## config.mk

```make
export PLATFORM = sky130hd
export DESIGN_NAME = golay_iter_enc
export DESIGN_NICKNAME = d
export VERILOG_FILES = /design/src/rtl/golay_pkg.sv /design/src/rtl/golay_lzc.sv /design/src/rtl/golay_divstep.sv /design/src/rtl/golay_popcount.sv /design/src/rtl/golay_iter_enc.sv
export SDC_FILE = /design/constraint.sdc
export NUM_CORES = 1
export LEC_CHECK = 0
export ABC_AREA = 1
export BUFFER_PORTS_ARGS = -buffer_cell sky130_fd_sc_hd__buf_2
export CELL_PAD_IN_SITES_DETAIL_PLACEMENT = 0
export CELL_PAD_IN_SITES_GLOBAL_PLACEMENT = 1
export CORE_MARGIN = 2
export CORE_UTILIZATION = 36
export DETAILED_ROUTE_END_ITERATION = 10
export HOLD_SLACK_MARGIN = 0.05
export MAX_ROUTING_LAYER = met4
export PLACE_DENSITY_LB_ADDON = 0.1
export SETUP_SLACK_MARGIN = 0.1
export SKIP_CTS_REPAIR_TIMING = 1
export SLEW_MARGIN = 10
export SYNTH_ARGS = -nofsm -noshare
export SYNTH_HDL_FRONTEND = slang
export SYNTH_SLANG_ARGS = --single-unit
```

## constraint.sdc

```tcl
create_clock -name clk -period 3.7 [get_ports clk]
set_input_delay 0.185 -clock clk [delete_from_list [all_inputs] [get_ports clk]]
set_output_delay 0.185 -clock clk [all_outputs]
set_load 0.01 [all_outputs]
```

## src/rtl/golay_pkg.sv

```systemverilog
package golay_pkg;

   localparam int GOLAY_MSG_W = 12;
   localparam int GOLAY_CHK_W = 11;

   // Degree-11 factors of X^23+1, bit 11 holds the X^11 coefficient
   localparam logic [GOLAY_MSG_W-1:0] GEN_POLY_A = 12'hC75;
   localparam logic [GOLAY_MSG_W-1:0] GEN_POLY_B = 12'hAE3;

   typedef enum logic {
      ENC_IDLE = 1'b0,
      ENC_RUN  = 1'b1
   } enc_state_e;

endpackage

```

## src/rtl/golay_lzc.sv

```systemverilog
// Leading-zero counter: number of zero bits above the highest one.
module golay_lzc #(
   parameter int W  = 12,
   parameter int CW = $clog2(W + 1)
) (
   input  logic [W-1:0]  vec_i,
   output logic [CW-1:0] zeros_o
);

   generate
      if (W < 2) begin : g_bad_width
         $error("golay_lzc: width must be at least 2");
      end
      if ((1 << CW) <= W) begin : g_bad_cw
         $error("golay_lzc: count width too small");
      end
   endgenerate

   // one-hot marker of the highest set bit, built per position
   logic [W-1:0] higher_set;
   logic [W-1:0] first_one;

   generate
      for (genvar i = 0; i < W; i++) begin : g_pos
         if (i == W - 1) begin : g_top
            assign higher_set[i] = 1'b0;
         end else begin : g_rest
            assign higher_set[i] = |vec_i[W-1:i+1];
         end
         assign first_one[i] = vec_i[i] & ~higher_set[i];
      end
   endgenerate

   always_comb begin
      zeros_o = CW'(W);
      for (int i = 0; i < W; i++) begin
         if (first_one[i]) zeros_o = CW'(W - 1 - i);
      end
   end

endmodule

```

## src/rtl/golay_divstep.sv

```systemverilog
// One combinational division iteration: cancel, count, limited shift.
module golay_divstep #(
   parameter int W     = 12,
   parameter int CNT_W = 5,
   parameter int LZ_W  = $clog2(W + 1)
) (
   input  logic [W-1:0]     rem_i,
   input  logic [CNT_W-1:0] cnt_i,
   input  logic [W-1:0]     poly_i,
   output logic [W-1:0]     rem_o,
   output logic [CNT_W-1:0] cnt_o,
   output logic             last_o,
   output logic [W-2:0]     chk_o
);

   generate
      if (LZ_W > CNT_W - 1) begin : g_bad_cnt
         $error("golay_divstep: counter narrower than shift count");
      end
   endgenerate

   logic [W-1:0]     cancelled;
   logic [LZ_W-1:0]  lead_zeros;
   logic [CNT_W-1:0] diff;
   logic             limit;
   logic [LZ_W-1:0]  shamt;

   // modulo-2 subtraction whenever the leading position is occupied
   assign cancelled = rem_i[W-1] ? (rem_i ^ poly_i) : rem_i;

   golay_lzc #(.W(W), .CW(LZ_W)) u_lzc (
      .vec_i   (cancelled),
      .zeros_o (lead_zeros)
   );

   // remaining-count minus skip; sign bit or zero ends the shifting
   assign diff   = cnt_i - {{(CNT_W-LZ_W){1'b0}}, lead_zeros};
   assign limit  = diff[CNT_W-1] | (diff == '0);
   assign shamt  = limit ? cnt_i[LZ_W-1:0] : lead_zeros;

   assign rem_o  = cancelled << shamt;
   assign cnt_o  = limit ? '0 : diff;
   assign last_o = (cnt_i == '0);
   assign chk_o  = cancelled[W-2:0];

endmodule

```

## src/rtl/golay_popcount.sv

```systemverilog
// Ripple population count built as a generated chain of adders.
module golay_popcount #(
   parameter int W  = 23,
   parameter int CW = $clog2(W + 1)
) (
   input  logic [W-1:0]  vec_i,
   output logic [CW-1:0] weight_o,
   output logic          parity_o
);

   logic [CW-1:0] partial [0:W];

   assign partial[0] = '0;

   generate
      for (genvar i = 0; i < W; i++) begin : g_acc
         assign partial[i+1] = partial[i] + CW'(vec_i[i]);
      end
   endgenerate

   assign weight_o = partial[W];
   assign parity_o = partial[W][0];

endmodule

```

## src/rtl/golay_iter_enc.sv

```systemverilog
module golay_iter_enc
   import golay_pkg::*;
#(
   parameter int GEN_SEL = 1,
   parameter int MSG_W   = GOLAY_MSG_W,
   parameter int CHK_W   = GOLAY_CHK_W
) (
   input  logic                     clk,
   input  logic                     rst,
   input  logic                     start_i,
   input  logic [MSG_W-1:0]         msg_i,
   output logic                     done_o,
   output logic [MSG_W+CHK_W-1:0]   code23_o,
   output logic [MSG_W+CHK_W:0]     code24_o
);

   localparam int CODE_W = MSG_W + CHK_W;
   localparam int EXT_W  = CODE_W + 1;
   localparam int CNT_W  = $clog2(CHK_W + 1) + 1;
   localparam int LZ_W   = $clog2(MSG_W + 1);
   localparam int WGT_W  = $clog2(CODE_W + 1);

   generate
      if (MSG_W != GOLAY_MSG_W || CHK_W != GOLAY_CHK_W) begin : g_bad_geom
         $error("golay_iter_enc: geometry must be 12 message / 11 check bits");
      end
      if (GEN_SEL < 0 || GEN_SEL > 1) begin : g_bad_sel
         $error("golay_iter_enc: GEN_SEL must be 0 or 1");
      end
   endgenerate

   logic [MSG_W-1:0] poly;
   generate
      if (GEN_SEL == 0) begin : g_poly_a
         assign poly = GEN_POLY_A;
      end else begin : g_poly_b
         assign poly = GEN_POLY_B;
      end
   endgenerate

   enc_state_e       state_q;
   logic [MSG_W-1:0] msg_q;
   logic [MSG_W-1:0] rem_q;
   logic [CNT_W-1:0] cnt_q;

   // first pass takes the message straight from the port
   logic [MSG_W-1:0] step_rem;
   logic [CNT_W-1:0] step_cnt;
   assign step_rem = (state_q == ENC_IDLE) ? msg_i : rem_q;
   assign step_cnt = (state_q == ENC_IDLE) ? CNT_W'(CHK_W) : cnt_q;

   logic [MSG_W-1:0] nxt_rem;
   logic [CNT_W-1:0] nxt_cnt;
   logic             step_last;
   logic [CHK_W-1:0] step_chk;

   golay_divstep #(.W(MSG_W), .CNT_W(CNT_W), .LZ_W(LZ_W)) u_step (
      .rem_i  (step_rem),
      .cnt_i  (step_cnt),
      .poly_i (poly),
      .rem_o  (nxt_rem),
      .cnt_o  (nxt_cnt),
      .last_o (step_last),
      .chk_o  (step_chk)
   );

   logic [CODE_W-1:0] new_code;
   logic [WGT_W-1:0]  new_weight;
   logic              new_parity;
   assign new_code = {msg_q, step_chk};

   golay_popcount #(.W(CODE_W), .CW(WGT_W)) u_pop (
      .vec_i    (new_code),
      .weight_o (new_weight),
      .parity_o (new_parity)
   );

   logic finish;
   assign finish = (state_q == ENC_RUN) && step_last;

   always_ff @(posedge clk) begin
      if (rst) begin
         state_q  <= ENC_IDLE;
         msg_q    <= '0;
         rem_q    <= '0;
         cnt_q    <= '0;
         done_o   <= 1'b0;
         code23_o <= '0;
         code24_o <= '0;
      end else begin
         done_o <= 1'b0;
         unique case (state_q)
            ENC_IDLE: begin
               if (start_i) begin
                  msg_q   <= msg_i;
                  rem_q   <= nxt_rem;
                  cnt_q   <= nxt_cnt;
                  state_q <= ENC_RUN;
               end
            end
            ENC_RUN: begin
               if (step_last) begin
                  code23_o <= new_code;
                  code24_o <= {new_code, new_parity};
                  done_o   <= 1'b1;
                  state_q  <= ENC_IDLE;
               end else begin
                  rem_q <= nxt_rem;
                  cnt_q <= nxt_cnt;
               end
            end
            default: state_q <= ENC_IDLE;
         endcase
      end
   end

   // ---------------- checks ----------------
   logic [CNT_W-1:0] run_edges_q;
   always_ff @(posedge clk) begin
      if (rst || state_q == ENC_IDLE) run_edges_q <= '0;
      else                            run_edges_q <= run_edges_q + 1'b1;
   end

   assert_latency_R6: assert property (@(posedge clk) disable iff (rst)
      (state_q == ENC_RUN) |-> (run_edges_q < CNT_W'(CHK_W)));

   assert_cnt_sign_R6: assert property (@(posedge clk) disable iff (rst)
      (state_q == ENC_RUN) |-> !cnt_q[CNT_W-1]);

   assert_done_pulse_R6: assert property (@(posedge clk) disable iff (rst)
      done_o |=> !done_o);

   assert_final_cancel_R1: assert property (@(posedge clk) disable iff (rst)
      finish |-> (nxt_rem[MSG_W-1] == 1'b0));

   assert_msg_field_R1: assert property (@(posedge clk) disable iff (rst)
      done_o |-> (code23_o[CODE_W-1:CHK_W] == msg_q));

   assert_hold_R8: assert property (@(posedge clk) disable iff (rst)
      (!done_o && !$past(rst)) |-> ($stable(code23_o) && $stable(code24_o)));

   assert_even_weight_R3: assert property (@(posedge clk) disable iff (rst)
      ($countones(code24_o) % 2) == 0);

   assert_popcnt_R3: assert property (@(posedge clk) disable iff (rst)
      finish |-> (int'(new_weight) == $countones(new_code)));

   assert_weight_R4: assert property (@(posedge clk) disable iff (rst)
      (done_o && code23_o != '0) |->
         ((($countones(code24_o) % 4) == 0) && ($countones(code24_o) >= 8)));

   assert_zero_R5: assert property (@(posedge clk) disable iff (rst)
      (done_o && msg_q == '0) |-> (code24_o == '0));

endmodule

```

Yosys cells after proc, flatten, opt, wreduce, memory -nomap -nowiden --
Index checks and enable logic that the tools add are counted. W data, S select, Z words.
Storage, ports and cells: bits in registers 78, input bits 15, output and inout bits 48, logic and storage cells 101
Operators by class: add/subtract/negate cells 23, equality and inequality tests 2, shift operators 1, mux-type cells 27, bitwise logic cells 25, reduce and logical (&&, ||, !) cells 16
Operators with widths (count):
- $mux W12 | 4
- $mux W4 | 9
- $pmux W12 S2 | 1
- $add A1 B1 Y1 | 22
- $mux W5 | 4
- $mux W3 | 4
- $not A1 Y1 | 12
- $shl A12 B4 Y12 | 1
- $and A1 B1 Y1 | 11
- $reduce_or A11 Y1 | 1
- $logic_not A5 Y1 | 2
- $pmux W5 S2 | 1
- $reduce_or A10 Y1 | 1
- $reduce_or A9 Y1 | 1
- $reduce_or A8 Y1 | 1
- $not A7 Y7 | 1
- $reduce_or A7 Y1 | 1
- $reduce_and A2 Y1 | 3
- $reduce_or A6 Y1 | 1
- $reduce_or A5 Y1 | 1
- $sub A5 B4 Y5 | 1
- $ne A2 B2 Y1 const B | 2
- $reduce_or A2 Y1 | 2
- $reduce_or A4 Y1 | 1
- 4 further kinds | 6

Depth between registers and ports, before layout --
Gate-level depths: netlist of the first run.
word-level depth 25, gate-level depth with buffers 28

Hierarchy --
From an unflattened synthesis of the first run, not the netlist that was laid out.
Second synthesis, totals: cells, all modules 686, area, all modules 4634.4 sq um
By module, submodules not included:
- golay_iter_enc | times used 1, cells an instance 347, area an instance 2543.7 sq um, sequential area each 1101.1 sq um
- golay_divstep | times used 1, cells an instance 228, area an instance 1308.8 sq um, sequential area each 0.0 sq um
- golay_popcount | times used 1, cells an instance 68, area an instance 583.1 sq um, sequential area each 0.0 sq um
- golay_lzc | times used 1, cells an instance 43, area an instance 198.9 sq um, sequential area each 0.0 sq um

Least setup slack after synthesis of the first run --
OpenSTA, ideal clock, no wires.
path type reg2reg, start register state_q, end register rem_q[11], library setup time 117 ps, data arrival time 3446 ps, required time 3583 ps, slack 137 ps, cell stages (with the launch flop) 23, clock period less this slack 3563 ps, cells stage by stage dfxtp_1 > buf_4 > nand2_2 > nand2_4 > nand2_1 > nand2_2 > nor2_4 > nand3_1 > nand3_1 > o21ai_1 > inv_1 > ha_1 > fa_1 > o21ai_0 > xnor2_2 > nand2_1 > o21ai_2 > inv_2 > buf_4 > nand3_1 > nand2_1 > nor2_1 > nor2_1
On the way: word-level cells in the longest chain between the ends 25, elaborated cells between the ends (all ways) 61, those cells by class add/sub: 1; eq/ne: 2; shift: 1; mux: 19; bitwise: 25; reduce/logical: 13
RTL lines:
- from (decl) | RTL line golay_iter_enc.sv:41 | enc_state_e state_q;
- from (signal assigned) | RTL line golay_iter_enc.sv:83 | state_q <= ENC_IDLE;
- from (signal assigned) | RTL line golay_iter_enc.sv:98 | state_q <= ENC_RUN;
- from (signal assigned) | RTL line golay_iter_enc.sv:106 | state_q <= ENC_IDLE;
- $mux W12 | RTL line golay_iter_enc.sv:49 | assign step_rem = (state_q == ENC_IDLE) ? msg_i : rem_q;
- $not A7 Y7 (no source line)
- $mux W12 | RTL line golay_divstep.sv:29 | assign cancelled = rem_i[W-1] ? (rem_i ^ poly_i) : rem_i;
- $reduce_or A11 Y1 | RTL line golay_lzc.sv:28 | assign higher_set[i] = |vec_i[W-1:i+1];
- $not A1 Y1 | RTL line golay_lzc.sv:30 | assign first_one[i] = vec_i[i] & ~higher_set[i];
- $and A1 B1 Y1 | RTL line golay_lzc.sv:30
- $mux W3 (4 in series) | RTL line golay_lzc.sv:37 | if (first_one[i]) zeros_o = CW'(W - 1 - i);
- $mux W4 (8 in series) | RTL line golay_lzc.sv:37
- $sub A5 B4 Y5 | RTL line golay_divstep.sv:37 | assign diff = cnt_i - {{(CNT_W-LZ_W){1'b0}}, lead_zeros};
- $logic_not A5 Y1 | RTL line golay_divstep.sv:38 | assign limit = diff[CNT_W-1] | (diff == '0);
- $or A1 B1 Y1 | RTL line golay_divstep.sv:38
- $mux W4 | RTL line golay_divstep.sv:39 | assign shamt = limit ? cnt_i[LZ_W-1:0] : lead_zeros;
- $shl A12 B4 Y12 | RTL line golay_divstep.sv:41 | assign rem_o = cancelled << shamt;
- $mux W12 (on tied branches) | RTL line golay_iter_enc.sv:102, golay_iter_enc.sv:94
- $pmux W12 S2 | RTL line golay_iter_enc.sv:92 | unique case (state_q)
- to (signal assigned) | RTL line golay_iter_enc.sv:96 | rem_q <= nxt_rem;
- to (signal assigned) | RTL line golay_iter_enc.sv:108 | rem_q <= nxt_rem;
- to (decl) | RTL line golay_iter_enc.sv:43 | logic [MSG_W-1:0] rem_q;
Parallel ways exist; a longest one is shown, timed or not. The select of a mux whose other input is x is not followed. A chain may end at the register's enable or synchronous reset.

Worst setup path after layout of the first run --
start register state_q, end register rem_q[4]
The elaborated chain is that of the path after synthesis.

==> results.md, run 1 <==
- Status: complete, no violations
- Startpoint Class: flip-flop
- First-pass GRT wire length: 17.7 mm
- Area share of the largest cell type after synthesis: 0.304
- Hold slack: roughly 160 ps
- GRT Residual Overflow: 0
- Mapped Area: between 0.003 and 0.004 mm²
- RePlAce Congestion: between 0.9 and 1
- NumNets Final: roughly 670
- Worst-Margin Slew: roughly 900 ps
- IO Port Bufs: 62
- # clock sinks: 55
- Detailed placement HPWL: approximately 8.6 mm
- CTS max path bufs: 2
- Most frequent cells in the layout: 137 x nand2_1, 63 x buf_2, 60 x buf_4
- Core area: around 0.0098 mm²
- Htree depth: 2
- CTS root buffer: clkbuf_8
- Post-DRT Antenna Nets: 0
- Synth area leaders: dfxtp_1 30%, nand2_1 16%, nand3_1 7.3%
- Final core utilization: 0.486
- Cell class contributing the biggest share of worst-path delay: simple AND/OR/NAND/NOR gates
- First drt pass iteration count: 4
- Routed vias/inst: 4.80
- Inserted Diodes: 0
- Maximum VDD drop: 0.295 mV
- I/O Pins: 63
- Mapped Nets: approximately 570
- Largest net degree at the start of global routing: 50
- Die X: between 100 and 150 µm
- Crit share post-route: 0.949
- Achievable Freq: ~280 MHz
- Post-route minimum period: between 3000 and 4000 ps
- CP Cell Sequence: inv_6, buf_12, nand2_2, nand2_2, nand2_2, nand2_2, buf_4, o211ai_1, nand3_1, nand2_2, inv_1, fa_2, inv_1, nor3_2, nand2_1, nand2_4, inv_4, o21ai_4, buf_6, nand3_2, nand2_1, nand2_1, o211ai_1, a21oi_1
- CTS Buf Count: 5
- Register share of total power: 0.265
- Layout cells sized above 1: 0.323
- Worst-Skew Late Latency: about 320 ps
- TNS Setup: 0 ps
- PwrDens: 638 mW/mm²
- Multi-input logic area: between 0.002 and 0.0025 mm²
- Max Clock Skew: ~12 ps
- Cell variety after synth: 34
- Commonest non-fill, non-tap cell in the layout: nand2_1
- Area Growth Syn to Fin: 31.1%
- Fill count: between 1000 and 1500
- Final Hold Fails: 0
- Total GRT Usage: 0.207
- Iter 0 DRT Violations: 149
- WP buf/inv: 7
- Worst path slowest cell: fa_2
- RSZ-0062 raised after global routing: true
- FP Rows: 36
- Worst-path maximum fanout: 11
- Placed cell area: roughly 0.0043 mm²
- Mapped Cells: ~550
- CP most frequent cell: nand2_2
- Switch Pwr: ~1.4 mW
- Cell area after layout: roughly 0.0047 mm²
- Syn. warnings: 0
- Worst path arrival time: around 3700 ps
- Leakage: between 2 and 2.5 nW
- Antenna violations before repair: 0
- Post-synthesis sequential area ratio: 0.304
- DRC violations left: 0
- Die Ht: 104 µm
- Max_cap viols: 0
- Die area: ~0.011 mm²
- Via count: about 3800
- Total wire length: 11.7 mm
- Int Pwr: 1.65 mW
- Setup violators final: 0
- Synth Register Bits: 55
- Starting Density: 0.371
- CTS tree: yes
- Syn_area_per_cell: between 6 and 7 µm²
- Tightest Hold Check Type: in2reg
- Critical Path RT: about 3900 ps
- Sw Share: 0.454
- Comb pwr share: 0.617
- Clock power share: 0.118
- WS Path Type: reg2reg
- Clock transition at path regs: around 110 ps
- Slew headroom: 0.409
- DR WL/cell: 14.9 µm
- Seq. cell area: approximately 0.0011 mm²
- Cell taking the most area after synthesis: dfxtp_1
- Final Max Slew Viols: 0
- Crit. End Element: flip-flop
- Vias in the first global route: roughly 3400
- CP max stage delay: 520 ps
## state kept, by name (all words and copies together) (netlist names)
name      cells
msg_q        12
rem_q        12
code24_o      2
code23_o     22
cnt_q         5
state_q       1
done_o        1
## cell type report
type                       instances  share of cell area
clock buffer                       5              0.0145
clock inverter                     3             0.00501
inverter                          59              0.0482
multi-input combinational        399               0.473
sequential                        55               0.233
tap                              133              0.0350
timing repair buffer             132               0.192
## power by group through the flow
stage          registers [mW]  clock network, mW  logic (mW)
2_1_floorplan           0.824                  0        1.08
3_3_place_gp            0.810                  0        1.64
3_5_place_dp            0.815                  0        1.63
4_1_cts                 0.803              0.377        1.64
5_1_grt                 0.825              0.403        2.07
6_report                0.804              0.358        1.87
## worst paths after layout
path                                from       end  slack [ps]  cells after the start
worst max-delay path             state_q  rem_q[4]         190                     24
worst min-delay path            msg_i[4]  msg_q[4]         160                      3
worst max register to register   state_q  rem_q[4]         190                     24
worst min register to register  cnt_q[4]  cnt_q[4]         470                      2
## routing by layer
metal | GRT usage | share of wire | vias up
met5 | - | 0 | -
met4 | 0.0232 | 0.0087 | 0
met3 | 0.0269 | 0.038 | 10
met2 | 0.353 | 0.49 | 82
met1 | 0.271 | 0.47 | 1728
li1 | - | - | 1952
## worst min-delay path, stage by stage
cell	delay [ps]
buf_2	90
o21ai_0	70
a21oi_1	100
## logic make-up (layout without fill, tap and decap cells)
kind of cell / after synthesis / in the layout / synth area share
AOI/OAI and AO/OA: 99 / 99 / 0.148
xor gates and xnor gates: 25 / 25 / 0.0625
adders and majority gates: 5 / 5 / 0.0193
buffers and inverters: 102 / 199 / 0.139
DFF: 55 / 55 / 0.304
and+or+nand+nor: 266 / 270 / 0.327
## synth_stat cells (all sizes together)
master    n
a211oi    5
a21boi    1
a21oi    48
a22oi     1
buf      31
clkbuf   12
dfxtp    55
fa        1
ha        4
inv      59
nand2   171
nand3    56
nand4     4
nor2     31
nor3      2
nor4      1
o211ai    2
o21ai    41
o31ai     1
or2       1
xnor2    11
xor2     14
## per-stage QoR
step / instances / total power, mW / setup WS [ps]
2_1_floorplan: 552 / 1.90 / 137
3_3_place_gp: 762 / 2.45 / -91.4
3_5_place_dp: 762 / 2.45 / -134
4_1_cts: 770 / 2.82 / -171
5_1_grt: 786 / 3.30 / -47.6
6_report: 786 / 3.03 / 189
(Power assumes the default switching activity.)
==> run 2, diff against run 1 <==
Settings changed: CORE_UTILIZATION 36 to 38, SKIP_CTS_REPAIR_TIMING 1 to not set, SYNTH_HIERARCHICAL set to 1.
==> run 2 against run 1 <==
Area after synthesis increased by 20%. Setup slack got worse by 650 ps. Design area increased by 20%. Hold slack got worse by 66 ps. Sequential share of layout area decreased by 3.9 points. The run now ends with setup timing left. Clock-buffer cell count increased by 1. Maximum frequency decreased by 16%. Clock power increased by 42%. Via count increased by 8.4%. Register-to-register slack got worse by 650 ps.
==> results.md, run 2 <==
- NumNets Final: 795
- Die area: 0.0123 mm²
- Post-route minimum period: around 4200 ps
- Mapped Cells: between 600 and 700
- Post-DRT Antenna Nets: 0
- Max Clock Skew: just under 9 ps
- Max_cap viols: 0
- Maximum VDD drop: ~0.26 mV
- RePlAce Congestion: slightly above 0.8
- First-pass GRT wire length: slightly below 20 mm
- Starting Density: 0.385
- Tightest Hold Check Type: in2reg
- Final core utilization: 0.503
- Non-filler cells, final: 908
- Detailed placement HPWL: 8.70 mm
- Hold slack: 96.4 ps
- Worst path arrival time: ~4400 ps
- Antenna violations before repair: 0
- Failing checks: setup timing
- Syn_area_per_cell: 6.69 µm²
- WS Path Type: reg2reg
- Fill count: around 1200
- # clock sinks: between 50 and 60
- Critical Path RT: about 3900 ps
- Startpoint Class: flip-flop
- CTS max path bufs: 2
- Area Growth Syn to Fin: 30.7%
- Final Hold Fails: 0
- Crit share post-route: 1.13
- CTS Buf Count: 5
- DRC violations left: 0
- Inst Count DP: 867
- PwrDens: approximately 540 mW/mm²
- Crit. End Element: flip-flop
- Die X: 111 µm
- Top reg by flops: code23_o
- I/O Pins: 63
- Achievable Freq: approximately 240 MHz
- Syn. warnings: 6
- Iter 0 DRT Violations: between 150 and 200
- FP Rows: 39
- Status: finished, violations left
- CTS tree: yes
- DR WL/cell: 13.2 µm
- Mapped Area: between 0.004 and 0.005 mm²
- Most frequent cells in the layout: 140 x nand2_1, 103 x nor2_1, 79 x buf_4
- First drt pass iteration count: 4
- Total GRT Usage: 0.207
- Via count: between 4000 and 5000
- Clock transition at path regs: 80 ps
- Total wire length: between 10 and 15 mm
- Slew headroom: 0.297
- Core area: approximately 0.011 mm²
- Final Max Slew Viols: 0
- Layout cells sized above 1: 0.373
- RSZ-0062 raised after global routing: true
- IO Port Bufs: between 60 and 70
- Placement Setup Slack: -565 ps
- Htree depth: 2
- TNS Setup: -3550 ps
- Max reg flops: 22
- Inserted Diodes: 0
- Worst-path maximum fanout: 12
- Die Ht: roughly 110 µm
- Routed vias/inst: between 4 and 5
- Commonest non-fill, non-tap cell in the layout: nand2_1
- Setup violators final: 15
- Worst-Margin Slew: 1050 ps
- Leakage: 2.89 nW
- Largest net degree at the start of global routing: between 40 and 50
- Worst-Skew Late Latency: approximately 310 ps
- CTS root buffer: clkbuf_16
- GRT Residual Overflow: 0
- Worst setup margin: -465 ps
- Vias in the first global route: between 3000 and 4000
- Largest regs: code23_o (22), msg_q (12), rem_q (12)
-- run 2: per-layer routing --
metal | part of all wire | global-route usage | vias up
met5 | 0 | - | -
met4 | 0.017 | 0.0568 | 0
met3 | 0.032 | 0.0301 | 11
met2 | 0.48 | 0.353 | 73
met1 | 0.47 | 0.259 | 1854
li1 | - | - | 2150
-- run 2: path summary, 6_finish.rpt --
path                                    end  cells after the start  slack, ps   startpoint
worst min-delay path                state_q                      2        100          rst
worst max-delay path            code24_o[0]                     16       -470      state_q
worst max register to register  code24_o[0]                     16       -470      state_q
worst min register to register  code24_o[0]                      2        490  code24_o[0]
-- run 2: area by class of cell --
class,count,area [µm²],share of cell area
flip-flops and latches,55,1100,0.194
clock inverters,2,16.3,0.00286
clock buffers,6,139,0.0244
multi-input cells,468,2860,0.503
repair buffers,151,1070,0.188
inverters,83,323,0.0567
well taps,143,179,0.0314
-- run 2: worst max-delay path: stages (launching register included) --
cell and delay, ps:
dfxtp_2 340, buf_6 120, inv_8 80, nand2_4 50
nand2_4 70, nand2_2 90, xnor2_4 170, inv_1 80
fa_1 530, fa_1 430, fa_1 460, fa_1 510
fa_1 430, fa_1 490, inv_1 40, o21ai_1 120
nor2_1 60
-- run 2: repair_timing --
| item | in CTS | in global routing |
|---|---|---|
| pin swaps | 27 | 9 |
| endpoints found under the setup margin | 16 | 17 |
| setup buffers | 28 | 3 |
| gates resized for setup | 53 | 18 |
| gates cloned | 2 | 1 |
| hold buffers | 0 | 0 |
-- run 2: where the power goes --
part | leakage (nW) | total, mW | internal, mW | switching (mW)
combinational | 2.37 | 1.87 | 0.833 | 1.04
sequential | 0.450 | 0.686 | 0.646 | 0.0402
clock | 0.0731 | 0.510 | 0.272 | 0.239
-- run 2: stage by stage --
| step | area, µm² | power, mW |
|---|---|---|
| 2_1_floorplan | 4470 | 1.82 |
| 3_3_place_gp | 4940 | 2.19 |
| 3_5_place_dp | 4940 | 2.20 |
| 4_1_cts | 5580 | 2.99 |
| 5_1_grt | 5690 | 3.35 |
| 6_report | 5690 | 3.07 |
